==> config.mk <==
export PLATFORM = sky130hd
export DESIGN_NAME = tmr_channel
export DESIGN_NICKNAME = d
export VERILOG_FILES = /design/src/rtl/tmr_pkg.sv /design/src/rtl/tmr_decode.sv /design/src/rtl/tmr_down.sv /design/src/rtl/tmr_pend.sv /design/src/rtl/tmr_channel.sv
export SDC_FILE = /design/constraint.sdc
export NUM_CORES = 1
export LEC_CHECK = 0
export BUFFER_PORTS_ARGS = -buffer_cell sky130_fd_sc_hd__buf_2
export CAP_MARGIN = 20
export CORE_MARGIN = 8
export CORE_UTILIZATION = 40
export DETAILED_ROUTE_END_ITERATION = 10
export PLACE_DENSITY = 0.59
export SLEW_MARGIN = 20
export SYNTH_ARGS = -nofsm -noshare
export SYNTH_HDL_FRONTEND = slang
export SYNTH_SLANG_ARGS = --single-unit
export TNS_END_PERCENT = 30
==> constraint.sdc <==
create_clock -name clk_i -period 3.09 [get_ports clk_i]
set_clock_uncertainty 0.15 [all_clocks]
set_input_delay 0.618 -clock clk_i [delete_from_list [all_inputs] [get_ports clk_i]]
set_output_delay 0.618 -clock clk_i [all_outputs]
set_load 0.005 [all_outputs]
==> src/rtl/tmr_pkg.sv <==
package tmr_pkg;

    localparam int DATA_W   = 32;
    localparam int EN_BIT   = 31;
    localparam int PER_BIT  = 30;
    localparam int ACK_BIT  = 30;
    localparam int PEND_BIT = 30;

    typedef enum logic [1:0] {
        CMD_IDLE,
        CMD_LOAD,
        CMD_ACK
    } bus_cmd_e;

    typedef struct packed {
        logic en;
        logic per;
    } mode_t;

    function automatic mode_t mode_of(input logic [DATA_W-1:0] w);
        mode_t m;
        m.en  = w[EN_BIT];
        m.per = w[PER_BIT];
        return m;
    endfunction

endpackage

==> src/rtl/tmr_decode.sv <==
module tmr_decode
    import tmr_pkg::*;
#(
    parameter int ADDR_W  = 3,
    parameter int CNT_W   = 29,
    parameter int OFF_LD  = 0,
    parameter int OFF_ACK = 4
) (
    input  logic              sel_i,
    input  logic              wr_i,
    input  logic [ADDR_W-1:0] addr_i,
    input  logic [DATA_W-1:0] wdata_i,
    output bus_cmd_e          cmd_o,
    output logic              load_o,
    output logic              ack_o,
    output mode_t             mode_o,
    output logic [CNT_W-1:0]  cnt_o
);

    localparam logic [ADDR_W-1:0] LD_A  = ADDR_W'(OFF_LD);
    localparam logic [ADDR_W-1:0] ACK_A = ADDR_W'(OFF_ACK);

    always_comb begin
        cmd_o = CMD_IDLE;
        if (sel_i && wr_i) begin
            if (addr_i == LD_A)
                cmd_o = CMD_LOAD;
            else if (addr_i == ACK_A && wdata_i[ACK_BIT])
                cmd_o = CMD_ACK;
        end
    end

    assign load_o = (cmd_o == CMD_LOAD);
    assign ack_o  = (cmd_o == CMD_ACK);
    assign mode_o = mode_of(wdata_i);
    assign cnt_o  = wdata_i[CNT_W-1:0];

endmodule

==> src/rtl/tmr_down.sv <==
module tmr_down
    import tmr_pkg::*;
#(
    parameter int CNT_W = 29
) (
    input  logic             clk_i,
    input  logic             rst_i,
    input  logic             load_i,
    input  mode_t            mode_i,
    input  logic [CNT_W-1:0] cnt_i,
    input  logic             tick_i,
    output mode_t            mode_o,
    output logic [CNT_W-1:0] prog_o,
    output logic [CNT_W-1:0] rem_o,
    output logic             expire_o
);

    mode_t            mode_q;
    logic [CNT_W-1:0] prog_q;
    logic [CNT_W-1:0] rem_q;
    logic             step;
    logic             at_zero;

    assign step     = tick_i && mode_q.en && !load_i;
    assign at_zero  = (rem_q == '0);
    assign expire_o = step && at_zero;

    always_ff @(posedge clk_i) begin
        if (rst_i) begin
            mode_q <= '0;
            prog_q <= '0;
            rem_q  <= '0;
        end else if (load_i) begin
            mode_q <= mode_i;
            prog_q <= cnt_i;
            rem_q  <= cnt_i;
        end else if (step) begin
            if (at_zero) begin
                if (mode_q.per)
                    rem_q <= prog_q;
                else
                    mode_q.en <= 1'b0;
            end else begin
                rem_q <= rem_q - 1'b1;
            end
        end
    end

    assign mode_o = mode_q;
    assign prog_o = prog_q;
    assign rem_o  = rem_q;

    AST_LOAD_RESTART: assert property (@(posedge clk_i) disable iff (rst_i)
        load_i |=> rem_q == $past(cnt_i));
    AST_ONESHOT_STOP: assert property (@(posedge clk_i) disable iff (rst_i)
        (expire_o && !mode_q.per) |=> !mode_q.en);
    AST_PERIOD_RELOAD: assert property (@(posedge clk_i) disable iff (rst_i)
        (expire_o && mode_q.per) |=> (mode_q.en && rem_q == $past(prog_q)));
    AST_IDLE_FROZEN: assert property (@(posedge clk_i) disable iff (rst_i)
        (!mode_q.en && !load_i) |=> $stable(rem_q));

endmodule

==> src/rtl/tmr_pend.sv <==
module tmr_pend (
    input  logic clk_i,
    input  logic rst_i,
    input  logic set_i,
    input  logic ack_i,
    output logic pend_o
);

    always_ff @(posedge clk_i) begin
        if (rst_i)
            pend_o <= 1'b0;
        else if (set_i)
            pend_o <= 1'b1;
        else if (ack_i)
            pend_o <= 1'b0;
    end

    AST_PEND_HOLD: assert property (@(posedge clk_i) disable iff (rst_i)
        (pend_o && !ack_i) |=> pend_o);
    AST_SET_BEATS_ACK: assert property (@(posedge clk_i) disable iff (rst_i)
        set_i |=> pend_o);
    AST_ACK_DROPS: assert property (@(posedge clk_i) disable iff (rst_i)
        (ack_i && !set_i) |=> !pend_o);

endmodule

==> src/rtl/tmr_channel.sv <==
module tmr_channel
    import tmr_pkg::*;
#(
    parameter int ADDR_W = 3,
    parameter int CNT_W  = 29
) (
    input  logic              clk_i,
    input  logic              rst_i,
    input  logic              tick_i,
    input  logic              bus_sel_i,
    input  logic              bus_wr_i,
    input  logic [ADDR_W-1:0] bus_addr_i,
    input  logic [31:0]       bus_wdata_i,
    output logic [31:0]       bus_rdata_o,
    output logic              irq_o
);

    localparam int OFF_LD  = 0;
    localparam int OFF_ACK = 4;
    localparam logic [ADDR_W-1:0] LD_A  = ADDR_W'(OFF_LD);
    localparam logic [ADDR_W-1:0] ACK_A = ADDR_W'(OFF_ACK);

    bus_cmd_e         cmd;
    logic             load;
    logic             ack;
    mode_t            wr_mode;
    logic [CNT_W-1:0] wr_cnt;
    mode_t            cur_mode;
    logic [CNT_W-1:0] prog;
    logic [CNT_W-1:0] rem;
    logic             expire;
    logic             pend;

    tmr_decode #(
        .ADDR_W (ADDR_W),
        .CNT_W  (CNT_W),
        .OFF_LD (OFF_LD),
        .OFF_ACK(OFF_ACK)
    ) u_decode (
        .sel_i  (bus_sel_i),
        .wr_i   (bus_wr_i),
        .addr_i (bus_addr_i),
        .wdata_i(bus_wdata_i),
        .cmd_o  (cmd),
        .load_o (load),
        .ack_o  (ack),
        .mode_o (wr_mode),
        .cnt_o  (wr_cnt)
    );

    tmr_down #(.CNT_W(CNT_W)) u_down (
        .clk_i   (clk_i),
        .rst_i   (rst_i),
        .load_i  (load),
        .mode_i  (wr_mode),
        .cnt_i   (wr_cnt),
        .tick_i  (tick_i),
        .mode_o  (cur_mode),
        .prog_o  (prog),
        .rem_o   (rem),
        .expire_o(expire)
    );

    tmr_pend u_pend (
        .clk_i (clk_i),
        .rst_i (rst_i),
        .set_i (expire),
        .ack_i (ack),
        .pend_o(pend)
    );

    always_comb begin
        bus_rdata_o = '0;
        if (bus_sel_i) begin
            if (bus_addr_i == LD_A) begin
                bus_rdata_o[EN_BIT]    = cur_mode.en;
                bus_rdata_o[PER_BIT]   = cur_mode.per;
                bus_rdata_o[CNT_W-1:0] = prog;
            end else if (bus_addr_i == ACK_A) begin
                bus_rdata_o[PEND_BIT]  = pend;
                bus_rdata_o[CNT_W-1:0] = rem;
            end
        end
    end

    assign irq_o = pend;

    AST_EXPIRE_RAISES: assert property (@(posedge clk_i) disable iff (rst_i)
        (tick_i && cur_mode.en && rem == '0 && cmd != CMD_LOAD) |=> irq_o);
    AST_NO_SPURIOUS: assert property (@(posedge clk_i) disable iff (rst_i)
        (!irq_o && !cur_mode.en) |=> !irq_o);

endmodule

After elaboration in Yosys (flattened, before gate mapping) --
Index checks and enable logic that the tools add are counted.
Word-level totals: flip-flop bits (word level) 61, bits of input ports 40, output and inout port bits 33, logic and storage cells 44
Operators by class: add/subtract/negate cells 1, equal/unequal tests 5, mux-type cells 20, reduce and logical (&&, ||, !) cells 13
Operators by type and width (count):
- 2-to-1 mux 29 bit | 7
- zero test 29 bit | 1
- subtractor 29 x 1 -> 29 bit (second input constant) | 1
- 2-to-1 mux 1 bit | 9
- 2-to-1 mux 2 bit | 4
- nonzero test 2 bit | 3
- logical AND 1 bit | 5
- == test 3 bit (second input constant) | 1
- zero test 3 bit | 1
- != test 3 x 1 -> 1 bit (second input constant) | 1
- AND reduction 3 bit | 1
- == test 2 x 1 -> 1 bit (second input constant) | 1
- == test 2 bit (second input constant) | 1
- != test 2 x 1 -> 1 bit (second input constant) | 1
- AND reduction 2 bit | 1
- zero test 1 bit | 1

Depth between registers and ports, before layout --
Gate-level depths: netlist (run 1).
depth after elaboration 10, depth in mapped cells 11, mapped depth without buffers 8

By module --
From an unflattened synthesis (run 1), not the netlist that was laid out.
Unflattened totals: cells, all modules 511, area, all modules 3963.8 µm²
By module, submodules not included:
- tmr_down | times used 1, cells an instance 398, area each 3153.0 µm², sequential area each 1201.2 µm²
- tmr_channel | times used 1, cells an instance 72, area each 504.2 µm², sequential area each 0.0 µm²
- tmr_decode | times used 1, cells an instance 37, area each 267.8 µm², sequential area each 0.0 µm²
- tmr_pend | times used 1, cells an instance 4, area each 38.8 µm², sequential area each 20.0 µm²

Least setup slack after synthesis (run 1) --
OpenSTA, ideal clock, no wires.
path kind register -> register, from reg u_down.rem_q[0] (netlist: u_down.rem_o[0]), to reg u_down.rem_q[0] (netlist: u_down.rem_o[0]), setup time 133 ps, arrival 2433 ps, required time 2807 ps, setup slack 374 ps, cell stages (with the launch flop) 12, buffers on the path 3, period minus slack after synthesis 2716 ps, cells stage by stage dfxtp_1 -> inv_1 -> ha_1 -> or4b_1 -> buf_2 -> or3_1 -> buf_6 -> nor3_4 -> buf_4 -> nor2_1 -> a211oi_1 -> o32ai_2
On the way: longest elaborated chain between the ends 4, elaborated cells between the ends (all ways) 7, classes of those cells add/sub (1); eq/ne (1); mux (3); reduce/logical (2)
RTL lines:
- start, declared | line tmr_down.sv:20 | logic [CNT_W-1:0] rem_q;
- start signal, assigned | line tmr_down.sv:36 | rem_q <= cnt_i;
- start signal, assigned | line tmr_down.sv:40 | rem_q <= prog_q;
- start signal, assigned | line tmr_down.sv:44 | rem_q <= rem_q - 1'b1;
- subtractor 29 x 1 -> 29 bit or zero test 29 bit (tied branches) | line tmr_down.sv:44, tmr_down.sv:25
- 2-to-1 mux 29 bit | line tmr_down.sv:38 | if (at_zero) begin
- 2-to-1 mux 29 bit | line tmr_down.sv:37 | end else if (step) begin
- 2-to-1 mux 29 bit | line tmr_down.sv:33 | end else if (load_i) begin
Several ways; a longest one is shown, not always the timed one. The select of a mux whose other input is x is not followed. A chain may end at the register's enable or synchronous reset.

Worst setup path after layout (run 1) --
Ends and elaborated chain as after synthesis.

==> impl_results.html, run 1 <==
<table>
<tr><th>Metric</th><th>Value</th></tr>
<tr><th colspan="2">Worst setup path</th></tr>
<tr><td>Critical path data arrival time</td><td>2.93 ns</td></tr>
<tr><td>Largest incremental delay on the critical path</td><td>0.46 ns</td></tr>
<tr><td>Worst Path Class, Setup</td><td>register to register</td></tr>
<tr><td>Worst-case reg-to-reg path depth</td><td>10</td></tr>
<tr><td>Startpoint of the worst register-to-register path</td><td>u_down.rem_o[0]$_SDFFE_PP0P_</td></tr>
<tr><td>Max Fanout on Critical Path</td><td>10</td></tr>
<tr><td>Endpoint of the most critical register-to-register path</td><td>u_down.rem_o[0]$_SDFFE_PP0P_</td></tr>
<tr><td>Most frequent CP cell</td><td>buf_4</td></tr>
<tr><td>CP max-delay cell</td><td>or4b_1</td></tr>
<tr><td>Critical Path, Cell by Cell</td><td>inv_1, ha_1, or4b_1, or3_1, buf_4, nor3_4, buf_4, nor2_1, a211oi_1, o32ai_2</td></tr>
<tr><td>Register-to-Register Setup Slack</td><td>0.24 ns</td></tr>
<tr><td>Worst setup SP type</td><td>register</td></tr>
<tr><td>Critical path capture point type</td><td>register</td></tr>
<tr><td>Required time at the worst-slack endpoint</td><td>3.17 ns</td></tr>
<tr><th colspan="2">Place</th></tr>
<tr><td>Setup slack after placement</td><td>0.2583 ns</td></tr>
<tr><td>Routability cong.</td><td>0.8707</td></tr>
<tr><td>IO buf count</td><td>70</td></tr>
<tr><td>Post-detail-place hpwl</td><td>9.032 mm</td></tr>
<tr><th colspan="2">Detailed routing</th></tr>
<tr><td>Wire length per cell</td><td>17.77 microns</td></tr>
<tr><td>Met2 wire len</td><td>5.966 mm</td></tr>
<tr><td>Antenna Nets Post-Route</td><td>0</td></tr>
<tr><td>Detailed route wirelength on metal3</td><td>686 microns</td></tr>
<tr><td>Highest metal layer with signal wires</td><td>met4</td></tr>
<tr><td>First-pass iteration count of the detailed router</td><td>6</td></tr>
<tr><td>DRT Wirelength</td><td>12.69 mm</td></tr>
<tr><td>Violation count after the first detailed-routing iteration</td><td>275</td></tr>
<tr><td>Total via count in the routed design</td><td>4138</td></tr>
<tr><td>Routed length on met1</td><td>5.764 mm</td></tr>
<tr><td>Vias/cell</td><td>5.796</td></tr>
<tr><td>DRC</td><td>0</td></tr>
<tr><th colspan="2">Synthesis</th></tr>
<tr><td>Post-Syn Instances</td><td>507</td></tr>
<tr><td>Most instantiated flip-flop cell in the synthesis netlist</td><td>dfxtp_1</td></tr>
<tr><td>Portion of the post-synthesis area used by sequential elements</td><td>31.69%</td></tr>
<tr><td>Syn nets</td><td>548</td></tr>
<tr><td>Post-synthesis cell type count</td><td>64</td></tr>
<tr><td>Post-synthesis instance area</td><td>0.003854 sq mm</td></tr>
<tr><td>Avg Synthesized Cell Area</td><td>7.601 sq um</td></tr>
<tr><td>EDFF count, synth</td><td>0</td></tr>
<tr><td>Ys async rst share</td><td>0%</td></tr>
<tr><td>Yosys warning total</td><td>0</td></tr>
<tr><td>Synth Register Bits</td><td>61</td></tr>
<tr><th colspan="2">Clocking</th></tr>
<tr><td>Number of buffers inserted by post-CTS setup repair</td><td>0</td></tr>
<tr><td>Hold-fix buffer count after cts</td><td>0</td></tr>
<tr><td>Worst-skew pair later-pin latency</td><td>0.35 ns</td></tr>
<tr><td>Reg clk slew, reported paths</td><td>0.07 ns</td></tr>
<tr><td>Clock tree from TritonCTS</td><td>done</td></tr>
<tr><td>Resized Gates After CTS</td><td>0</td></tr>
<tr><td>CTS Root Cell</td><td>clkbuf_8</td></tr>
<tr><td>H-tree depth reported by CTS</td><td>3</td></tr>
<tr><td>Maximum number of buffers from clock root to sink</td><td>2</td></tr>
<tr><td>Total clock buffers created by CTS</td><td>9</td></tr>
<tr><td>CTS Sinks</td><td>61</td></tr>
<tr><th colspan="2">STA</th></tr>
<tr><td>Aggregate negative setup slack</td><td>0 ns</td></tr>
<tr><td>Worst rel slew slack</td><td>51.40%</td></tr>
<tr><td>Unrepaired setup endpoints after global routing</td><td>no</td></tr>
<tr><td>Least setup slack across all paths after layout</td><td>0.2371 ns</td></tr>
<tr><td>Final critical delay including setup and external delays</td><td>2.853 ns</td></tr>
<tr><td>Number of hold violations in the final report</td><td>0</td></tr>
<tr><td>Max-slew violations</td><td>0</td></tr>
<tr><td>Number of setup violations in the final report</td><td>0</td></tr>
<tr><td>Achievable frequency</td><td>350.5 MHz</td></tr>
<tr><td>Worst slew pin tran</td><td>0.7189 ns</td></tr>
<tr><td>Post-route clock period utilization</td><td>92.33%</td></tr>
<tr><th colspan="2">Power and ir drop</th></tr>
<tr><td>Peak supply drop</td><td>0.1665 mV</td></tr>
<tr><td>Clock power share</td><td>30.7%</td></tr>
<tr><td>Static leakage</td><td>0.001771 uW</td></tr>
<tr><td>Gate power share</td><td>29.1%</td></tr>
<tr><td>Net switching power</td><td>670.2 uW</td></tr>
<tr><td>Sequential cell fraction of total power</td><td>40.2%</td></tr>
<tr><td>Power per cell area</td><td>438.6 mW/mm^2</td></tr>
<tr><td>Cell-internal power</td><td>1350 uW</td></tr>
<tr><td>Switching share of power</td><td>33.18%</td></tr>
<tr><th colspan="2">Outcome</th></tr>
<tr><td>Outcome</td><td>finished, final reports clean</td></tr>
<tr><th colspan="2">Layout</th></tr>
<tr><td>Ratio of cells with drive above 1 in the final layout</td><td>23.58%</td></tr>
<tr><td>Number of nets in the finished design</td><td>618</td></tr>
<tr><td># diodes</td><td>0</td></tr>
<tr><td>Most frequent standard cell in the layout excluding fill and tap cells</td><td>nand2_1</td></tr>
<tr><td>Layout-stage area growth over the synthesis result</td><td>19.51%</td></tr>
<tr><td>Commonest cells after routing, fill and taps aside</td><td>nand2_1, buf_2, dfxtp_1</td></tr>
<tr><th colspan="2">Run</th></tr>
<tr><td>Max-Cap Viols</td><td>0</td></tr>
<tr><th colspan="2">Worst hold path</th></tr>
<tr><td>Worst hold path startpoint</td><td>u_down.prog_o[12]$_SDFFE_PP0P_</td></tr>
<tr><td>Kind of path behind the tightest hold check</td><td>register to register</td></tr>
<tr><td>Endpoint of the worst hold path</td><td>u_down.prog_o[12]$_SDFFE_PP0P_</td></tr>
<tr><td>Hold Crit Depth</td><td>2</td></tr>
<tr><th colspan="2">Global route</th></tr>
<tr><td>Global routing usage summed across all routing layers</td><td>19.76%</td></tr>
<tr><td>First-pass GRT wire length</td><td>20.71 mm</td></tr>
<tr><td>Pin count of the biggest net entering global routing</td><td>51</td></tr>
<tr><td>Overflow after GRT</td><td>0</td></tr>
<tr><td>Initial antenna violation count</td><td>0</td></tr>
<tr><td>Via count of the first global-routing pass</td><td>4093</td></tr>
<tr><th colspan="2">Die</th></tr>
<tr><td>Ports placed on the boundary</td><td>73</td></tr>
<tr><td>Row Count</td><td>36</td></tr>
<tr><td>Floorplan die area</td><td>0.01303 sq mm</td></tr>
<tr><td>Die width</td><td>114.2 microns</td></tr>
<tr><td>Initial standard-cell utilization of the core</td><td>40.36%</td></tr>
<tr><td>Placeable Area</td><td>0.009549 sq mm</td></tr>
<tr><td>Overall die height</td><td>114.2 microns</td></tr>
</table>
==> area by class of cell <==
cell class	instances	area (sq um)
well taps	133	166.4
clock buffers	13	148.9
flip-flops and latches	61	1221
clock inverters	2	10.01
inverters	5	18.77
multi-input cells	398	2425
fillers	1025	4943
repair buffers	102	615.6
==> registers in the layout, indices dropped and copies added (netlist names) <==
signal / flops
u_down.mode_o: 2
u_down.prog_o: 29
u_down.rem_o: 29
u_pend.pend_o: 1
==> synthesized netlist by cell type (6+ instances only) <==
cell type,number,area share (%)
a211oi_1,7,1.4
a21oi_1,42,5.5
a22oi_1,30,5.8
a311oi_2,9,3.5
clkbuf_1,29,2.8
dfxtp_1,61,32
nand2_1,86,8.4
nand3_1,11,1.4
nand4_1,6,0.97
nor2_1,37,3.6
nor2b_1,30,4.9
nor3_1,13,1.7
nor4_1,10,1.6
o211ai_1,11,2.1
o21ai_0,10,1.3
o31ai_1,6,1.2
or3_1,18,2.9
==> through the flow <==
step	util (%)	std cells	total power [uW]	hold WS [ns]	instance area [sq um]
finish	48.23	714	2020	0.3270	4606
global route	48.23	714	2130	0.3493	4606
CTS	48.23	714	2027	0.3256	4606
detailed placement	46.57	699	1413	0.3146	4447
global placement	46.57	699	1405	0.3015	4447
floorplan	-	507	1235	0.2944	3854
==> power by group through the flow <==
stage / sequential (uW) / clock, uW / combinational, uW
after detailed placement: 830 / 0 / 583
after CTS: 812 / 631 / 585
after floorplan: 827 / 0 / 408
after global placement: 829 / 0 / 575
after global routing: 814 / 670 / 646
final: 812 / 621 / 587
==> cells by family (layout without fill, tap and decap cells) <==
group | count (synthesis) | in the layout | synth area share (%)
flops | 61 | 61 | 31.69
compound gates | 154 | 154 | 29.42
simple gates | 232 | 232 | 30.33
buf+inv | 48 | 122 | 5.682
xor+xnor | 6 | 6 | 1.364
fa+ha+maj | 1 | 1 | 0.3246
mux | 4 | 4 | 1.104
other cells | 1 | 1 | 0.09731
==> layer usage <==
metal	global-route usage, %	vias up
met2	32.45	117
met3	3.323	22
met1	25.03	1987
li1	-	2012
met5	0	-
met4	8.075	0
==> how the worst max path moves through the flow <==
stage                                 start                           end
2_1_floorplan  u_down.rem_o[0]$_SDFFE_PP0P_  u_down.rem_o[0]$_SDFFE_PP0P_
3_3_place_gp   u_down.rem_o[0]$_SDFFE_PP0P_  u_down.rem_o[0]$_SDFFE_PP0P_
3_5_place_dp   u_down.rem_o[0]$_SDFFE_PP0P_  u_down.rem_o[0]$_SDFFE_PP0P_
4_1_cts        u_down.rem_o[0]$_SDFFE_PP0P_  u_down.rem_o[0]$_SDFFE_PP0P_
5_1_grt        u_down.rem_o[0]$_SDFFE_PP0P_  u_down.rem_o[0]$_SDFFE_PP0P_
6_report       u_down.rem_o[0]$_SDFFE_PP0P_  u_down.rem_o[0]$_SDFFE_PP0P_
==> critical path: cells and delay by family, from the launching register on <==
family,cells,cell delay (ns)
and+or+nand+nor,4,1.17
buffers and inverters,3,0.51
AOI/OAI and AO/OA,2,0.38
DFF,1,0.34
adders and majority gates,1,0.18
(Power assumes the default switching activity.)
==> run 2, diff against run 1 <==
--- a/config.mk
+++ b/config.mk
@@ -7,10 +7,12 @@
 export LEC_CHECK = 0
 export BUFFER_PORTS_ARGS = -buffer_cell sky130_fd_sc_hd__buf_2
 export CAP_MARGIN = 20
+export CELL_PAD_IN_SITES_DETAIL_PLACEMENT = 0
+export CELL_PAD_IN_SITES_GLOBAL_PLACEMENT = 1
 export CORE_MARGIN = 8
 export CORE_UTILIZATION = 40
 export DETAILED_ROUTE_END_ITERATION = 10
-export PLACE_DENSITY = 0.59
+export PLACE_DENSITY = 0.77
 export SLEW_MARGIN = 20
 export SYNTH_ARGS = -nofsm -noshare
 export SYNTH_HDL_FRONTEND = slang
==> impl_results.html, run 2 (synthesis results as in run 1) <==
<table>
<tr><th>Metric</th><th>Value</th></tr>
<tr><th colspan="2">Outcome</th></tr>
<tr><td>Outcome</td><td>finished, final reports clean</td></tr>
<tr><th colspan="2">Power and ir drop</th></tr>
<tr><td>Static leakage</td><td>0.001775 uW (+0.22%)</td></tr>
<tr><td>Net switching power</td><td>690.7 uW (+3.1%)</td></tr>
<tr><td>Sequential cell fraction of total power</td><td>40.1% (about the same)</td></tr>
<tr><td>Gate power share</td><td>29.4% (+0.3 points)</td></tr>
<tr><td>Clock power share</td><td>30.5% (-0.2 points)</td></tr>
<tr><td>Peak supply drop</td><td>0.1781 mV (+6.9%)</td></tr>
<tr><td>Power per cell area</td><td>440.7 mW/mm^2 (+0.49%)</td></tr>
<tr><td>Cell-internal power</td><td>1335 uW (-1.1%)</td></tr>
<tr><td>Switching share of power</td><td>34.09% (+0.91 points)</td></tr>
<tr><th colspan="2">Run</th></tr>
<tr><td>Max-Cap Viols</td><td>0 (unchanged)</td></tr>
<tr><th colspan="2">Worst setup path</th></tr>
<tr><td>Worst-case reg-to-reg path depth</td><td>8 (-2)</td></tr>
<tr><td>Required time at the worst-slack endpoint</td><td>3.19 ns (+0.02 ns)</td></tr>
<tr><td>Critical path capture point type</td><td>register</td></tr>
<tr><td>Startpoint of the worst register-to-register path</td><td>u_down.rem_o[0]$_SDFFE_PP0P_</td></tr>
<tr><td>Critical path data arrival time</td><td>3.05 ns (+0.12 ns)</td></tr>
<tr><td>Worst setup SP type</td><td>register</td></tr>
<tr><td>Worst Path Class, Setup</td><td>register to register</td></tr>
<tr><td>Register-to-Register Setup Slack</td><td>0.14 ns (-0.10 ns)</td></tr>
<tr><td>Max Fanout on Critical Path</td><td>6 (-4)</td></tr>
<tr><td>Endpoint of the most critical register-to-register path</td><td>u_down.rem_o[14]$_SDFFE_PP0P_</td></tr>
<tr><th colspan="2">STA</th></tr>
<tr><td>Number of hold violations in the final report</td><td>0 (unchanged)</td></tr>
<tr><td>Aggregate negative setup slack</td><td>0 ns (unchanged)</td></tr>
<tr><td>Worst slew pin tran</td><td>0.7759 ns (+0.05696 ns)</td></tr>
<tr><td>Max-slew violations</td><td>0 (unchanged)</td></tr>
<tr><td>Final critical delay including setup and external delays</td><td>2.951 ns (+0.09857 ns)</td></tr>
<tr><td>Worst rel slew slack</td><td>48.28% (-3.1 points)</td></tr>
<tr><td>Unrepaired setup endpoints after global routing</td><td>no</td></tr>
<tr><td>Number of setup violations in the final report</td><td>0 (unchanged)</td></tr>
<tr><td>Post-route clock period utilization</td><td>95.52% (+3.2 points)</td></tr>
<tr><td>Least setup slack across all paths after layout</td><td>0.1385 ns (-0.09857 ns)</td></tr>
<tr><td>Achievable frequency</td><td>338.8 MHz (-3.3%)</td></tr>
<tr><th colspan="2">Clocking</th></tr>
<tr><td>Maximum number of buffers from clock root to sink</td><td>2 (unchanged)</td></tr>
<tr><td>Clock tree from TritonCTS</td><td>done</td></tr>
<tr><td>Reg clk slew, reported paths</td><td>0.07 ns (about the same)</td></tr>
<tr><td>Hold-fix buffer count after cts</td><td>0 (unchanged)</td></tr>
<tr><td>CTS Root Cell</td><td>clkbuf_8</td></tr>
<tr><td>Worst-skew pair later-pin latency</td><td>0.35 ns (about the same)</td></tr>
<tr><td>Total clock buffers created by CTS</td><td>9 (unchanged)</td></tr>
<tr><td>Number of buffers inserted by post-CTS setup repair</td><td>0 (unchanged)</td></tr>
<tr><td>CTS Sinks</td><td>61 (unchanged)</td></tr>
<tr><td>Resized Gates After CTS</td><td>0 (unchanged)</td></tr>
<tr><td>H-tree depth reported by CTS</td><td>3 (unchanged)</td></tr>
<tr><th colspan="2">Detailed routing</th></tr>
<tr><td>Violation count after the first detailed-routing iteration</td><td>291 (+5.8%)</td></tr>
<tr><td>DRT Wirelength</td><td>13.07 mm (+3.0%)</td></tr>
<tr><td>First-pass iteration count of the detailed router</td><td>5 (-1)</td></tr>
<tr><td>Antenna Nets Post-Route</td><td>0 (unchanged)</td></tr>
<tr><td>Vias/cell</td><td>5.845 (+0.86%)</td></tr>
<tr><td>Wire length per cell</td><td>18.20 microns (+2.4%)</td></tr>
<tr><td>DRC</td><td>0 (unchanged)</td></tr>
<tr><td>Total via count in the routed design</td><td>4197 (+1.4%)</td></tr>
<tr><th colspan="2">Layout</th></tr>
<tr><td>Layout-stage area growth over the synthesis result</td><td>19.29%</td></tr>
<tr><td>Commonest cells after routing, fill and taps aside</td><td>nand2_1, buf_2, dfxtp_1</td></tr>
<tr><td>Fillers</td><td>1045 (+2.0%)</td></tr>
<tr><td>Most frequent standard cell in the layout excluding fill and tap cells</td><td>nand2_1</td></tr>
<tr><td>Number of nets in the finished design</td><td>621 (+0.49%)</td></tr>
<tr><td>Ratio of cells with drive above 1 in the final layout</td><td>23.76% (+0.18 points)</td></tr>
<tr><td># diodes</td><td>0 (unchanged)</td></tr>
<tr><th colspan="2">Global route</th></tr>
<tr><td>Pin count of the biggest net entering global routing</td><td>40 (-22%)</td></tr>
<tr><td>First-pass GRT wire length</td><td>21.42 mm (+3.4%)</td></tr>
<tr><td>Overflow after GRT</td><td>0 (unchanged)</td></tr>
<tr><td>Via count of the first global-routing pass</td><td>4167 (+1.8%)</td></tr>
<tr><td>Initial antenna violation count</td><td>0 (unchanged)</td></tr>
<tr><td>Global routing usage summed across all routing layers</td><td>20.52% (+0.76 points)</td></tr>
<tr><th colspan="2">Place</th></tr>
<tr><td>Routability cong.</td><td>0.8882 (+2.0%)</td></tr>
<tr><td>IO buf count</td><td>70 (unchanged)</td></tr>
<tr><td>Post-detail-place hpwl</td><td>9.318 mm (+3.2%)</td></tr>
<tr><td>Setup slack after placement</td><td>0.1739 ns (-0.08443 ns)</td></tr>
<tr><th colspan="2">Worst hold path</th></tr>
<tr><td>Endpoint of the worst hold path</td><td>u_down.prog_o[6]$_SDFFE_PP0P_</td></tr>
<tr><td>Worst hold path startpoint</td><td>u_down.prog_o[6]$_SDFFE_PP0P_</td></tr>
<tr><td>Hold Crit Depth</td><td>2 (unchanged)</td></tr>
<tr><td>Kind of path behind the tightest hold check</td><td>register to register</td></tr>
<tr><th colspan="2">Die</th></tr>
<tr><td>Row Count</td><td>36 (unchanged)</td></tr>
<tr><td>Initial standard-cell utilization of the core</td><td>40.36% (unchanged)</td></tr>
<tr><td>Overall die height</td><td>114.2 microns (unchanged)</td></tr>
<tr><td>Placeable Area</td><td>0.009549 sq mm (unchanged)</td></tr>
<tr><td>Die width</td><td>114.2 microns (unchanged)</td></tr>
<tr><td>Floorplan die area</td><td>0.01303 sq mm (unchanged)</td></tr>
<tr><td>Ports placed on the boundary</td><td>73 (unchanged)</td></tr>
</table>
-- run 2: power by group through the flow --
stage / registers (uW) / clock network (uW) / logic, uW
floorplan: 827 / 0 / 408
global placement: 830 / 0 / 580
detailed placement: 830 / 0 / 588
CTS: 812 / 631 / 590
global route: 814 / 666 / 655
finish: 813 / 618 / 595
-- run 2: critical path: stages (launching register included) --
cell,delay (ns)
dfxtp_1,0.31
inv_1,0.11
ha_1,0.20
or4b_1,0.47
or3_1,0.54
nor4_4,0.39
or3_1,0.38
a21oi_1,0.13
o21ba_1,0.18
-- run 2: how the worst max path moves through the flow --
| stage | startpoint | end | slack, ns | cells past startpoint |
|---|---|---|---|---|
| 3_5_place_dp | u_down.rem_o[0]$_SDFFE_PP0P_ | u_down.rem_o[14]$_SDFFE_PP0P_ | 0.17 | 8 |
| 3_3_place_gp | u_down.rem_o[0]$_SDFFE_PP0P_ | u_down.rem_o[14]$_SDFFE_PP0P_ | 0.20 | 8 |
| 2_1_floorplan | u_down.rem_o[0]$_SDFFE_PP0P_ | u_down.rem_o[0]$_SDFFE_PP0P_ | 0.37 | 11 |
| 5_1_grt | u_down.rem_o[0]$_SDFFE_PP0P_ | u_down.rem_o[23]$_SDFFE_PP0P_ | 0.03 | 8 |
| 6_report | u_down.rem_o[0]$_SDFFE_PP0P_ | u_down.rem_o[14]$_SDFFE_PP0P_ | 0.14 | 8 |
| 4_1_cts | u_down.rem_o[0]$_SDFFE_PP0P_ | u_down.rem_o[14]$_SDFFE_PP0P_ | 0.15 | 8 |
-- run 2: stage by stage --
step,hold WS (ns),util (%),instances,instance area [sq um],power (uW)
floorplan,0.2944,-,507,3854,1235
finish,0.3264,48.14,718,4597,2026
detailed placement,0.3150,46.54,702,4444,1419
CTS,0.3255,48.14,718,4597,2034
global route,0.3460,48.14,718,4597,2136
global placement,0.3061,46.54,702,4444,1410
-- run 2: final cells by class --
| type | count | area [sq um] | share of cell area, % |
|---|---|---|---|
| clock buffer | 14 | 142.6 | 3.103 |
| clock inverter | 2 | 10.01 | 0.2177 |
| inverter | 5 | 18.77 | 0.4083 |
| multi-input combinational | 398 | 2425 | 52.75 |
| sequential | 61 | 1221 | 26.57 |
| tap | 133 | 166.4 | 3.620 |
| timing repair buffer | 105 | 613.1 | 13.34 |
-- run 2: per-layer routing --
layer  vias to the layer above  part of all wire, %  track usage (%)
met5                         -                    0                0
met4                         0                  1.1            6.566
met3                        14                  7.9            4.747
met2                       151                   45            31.98
met1                      2010                   46            27.24
li1                       2022                    -                -
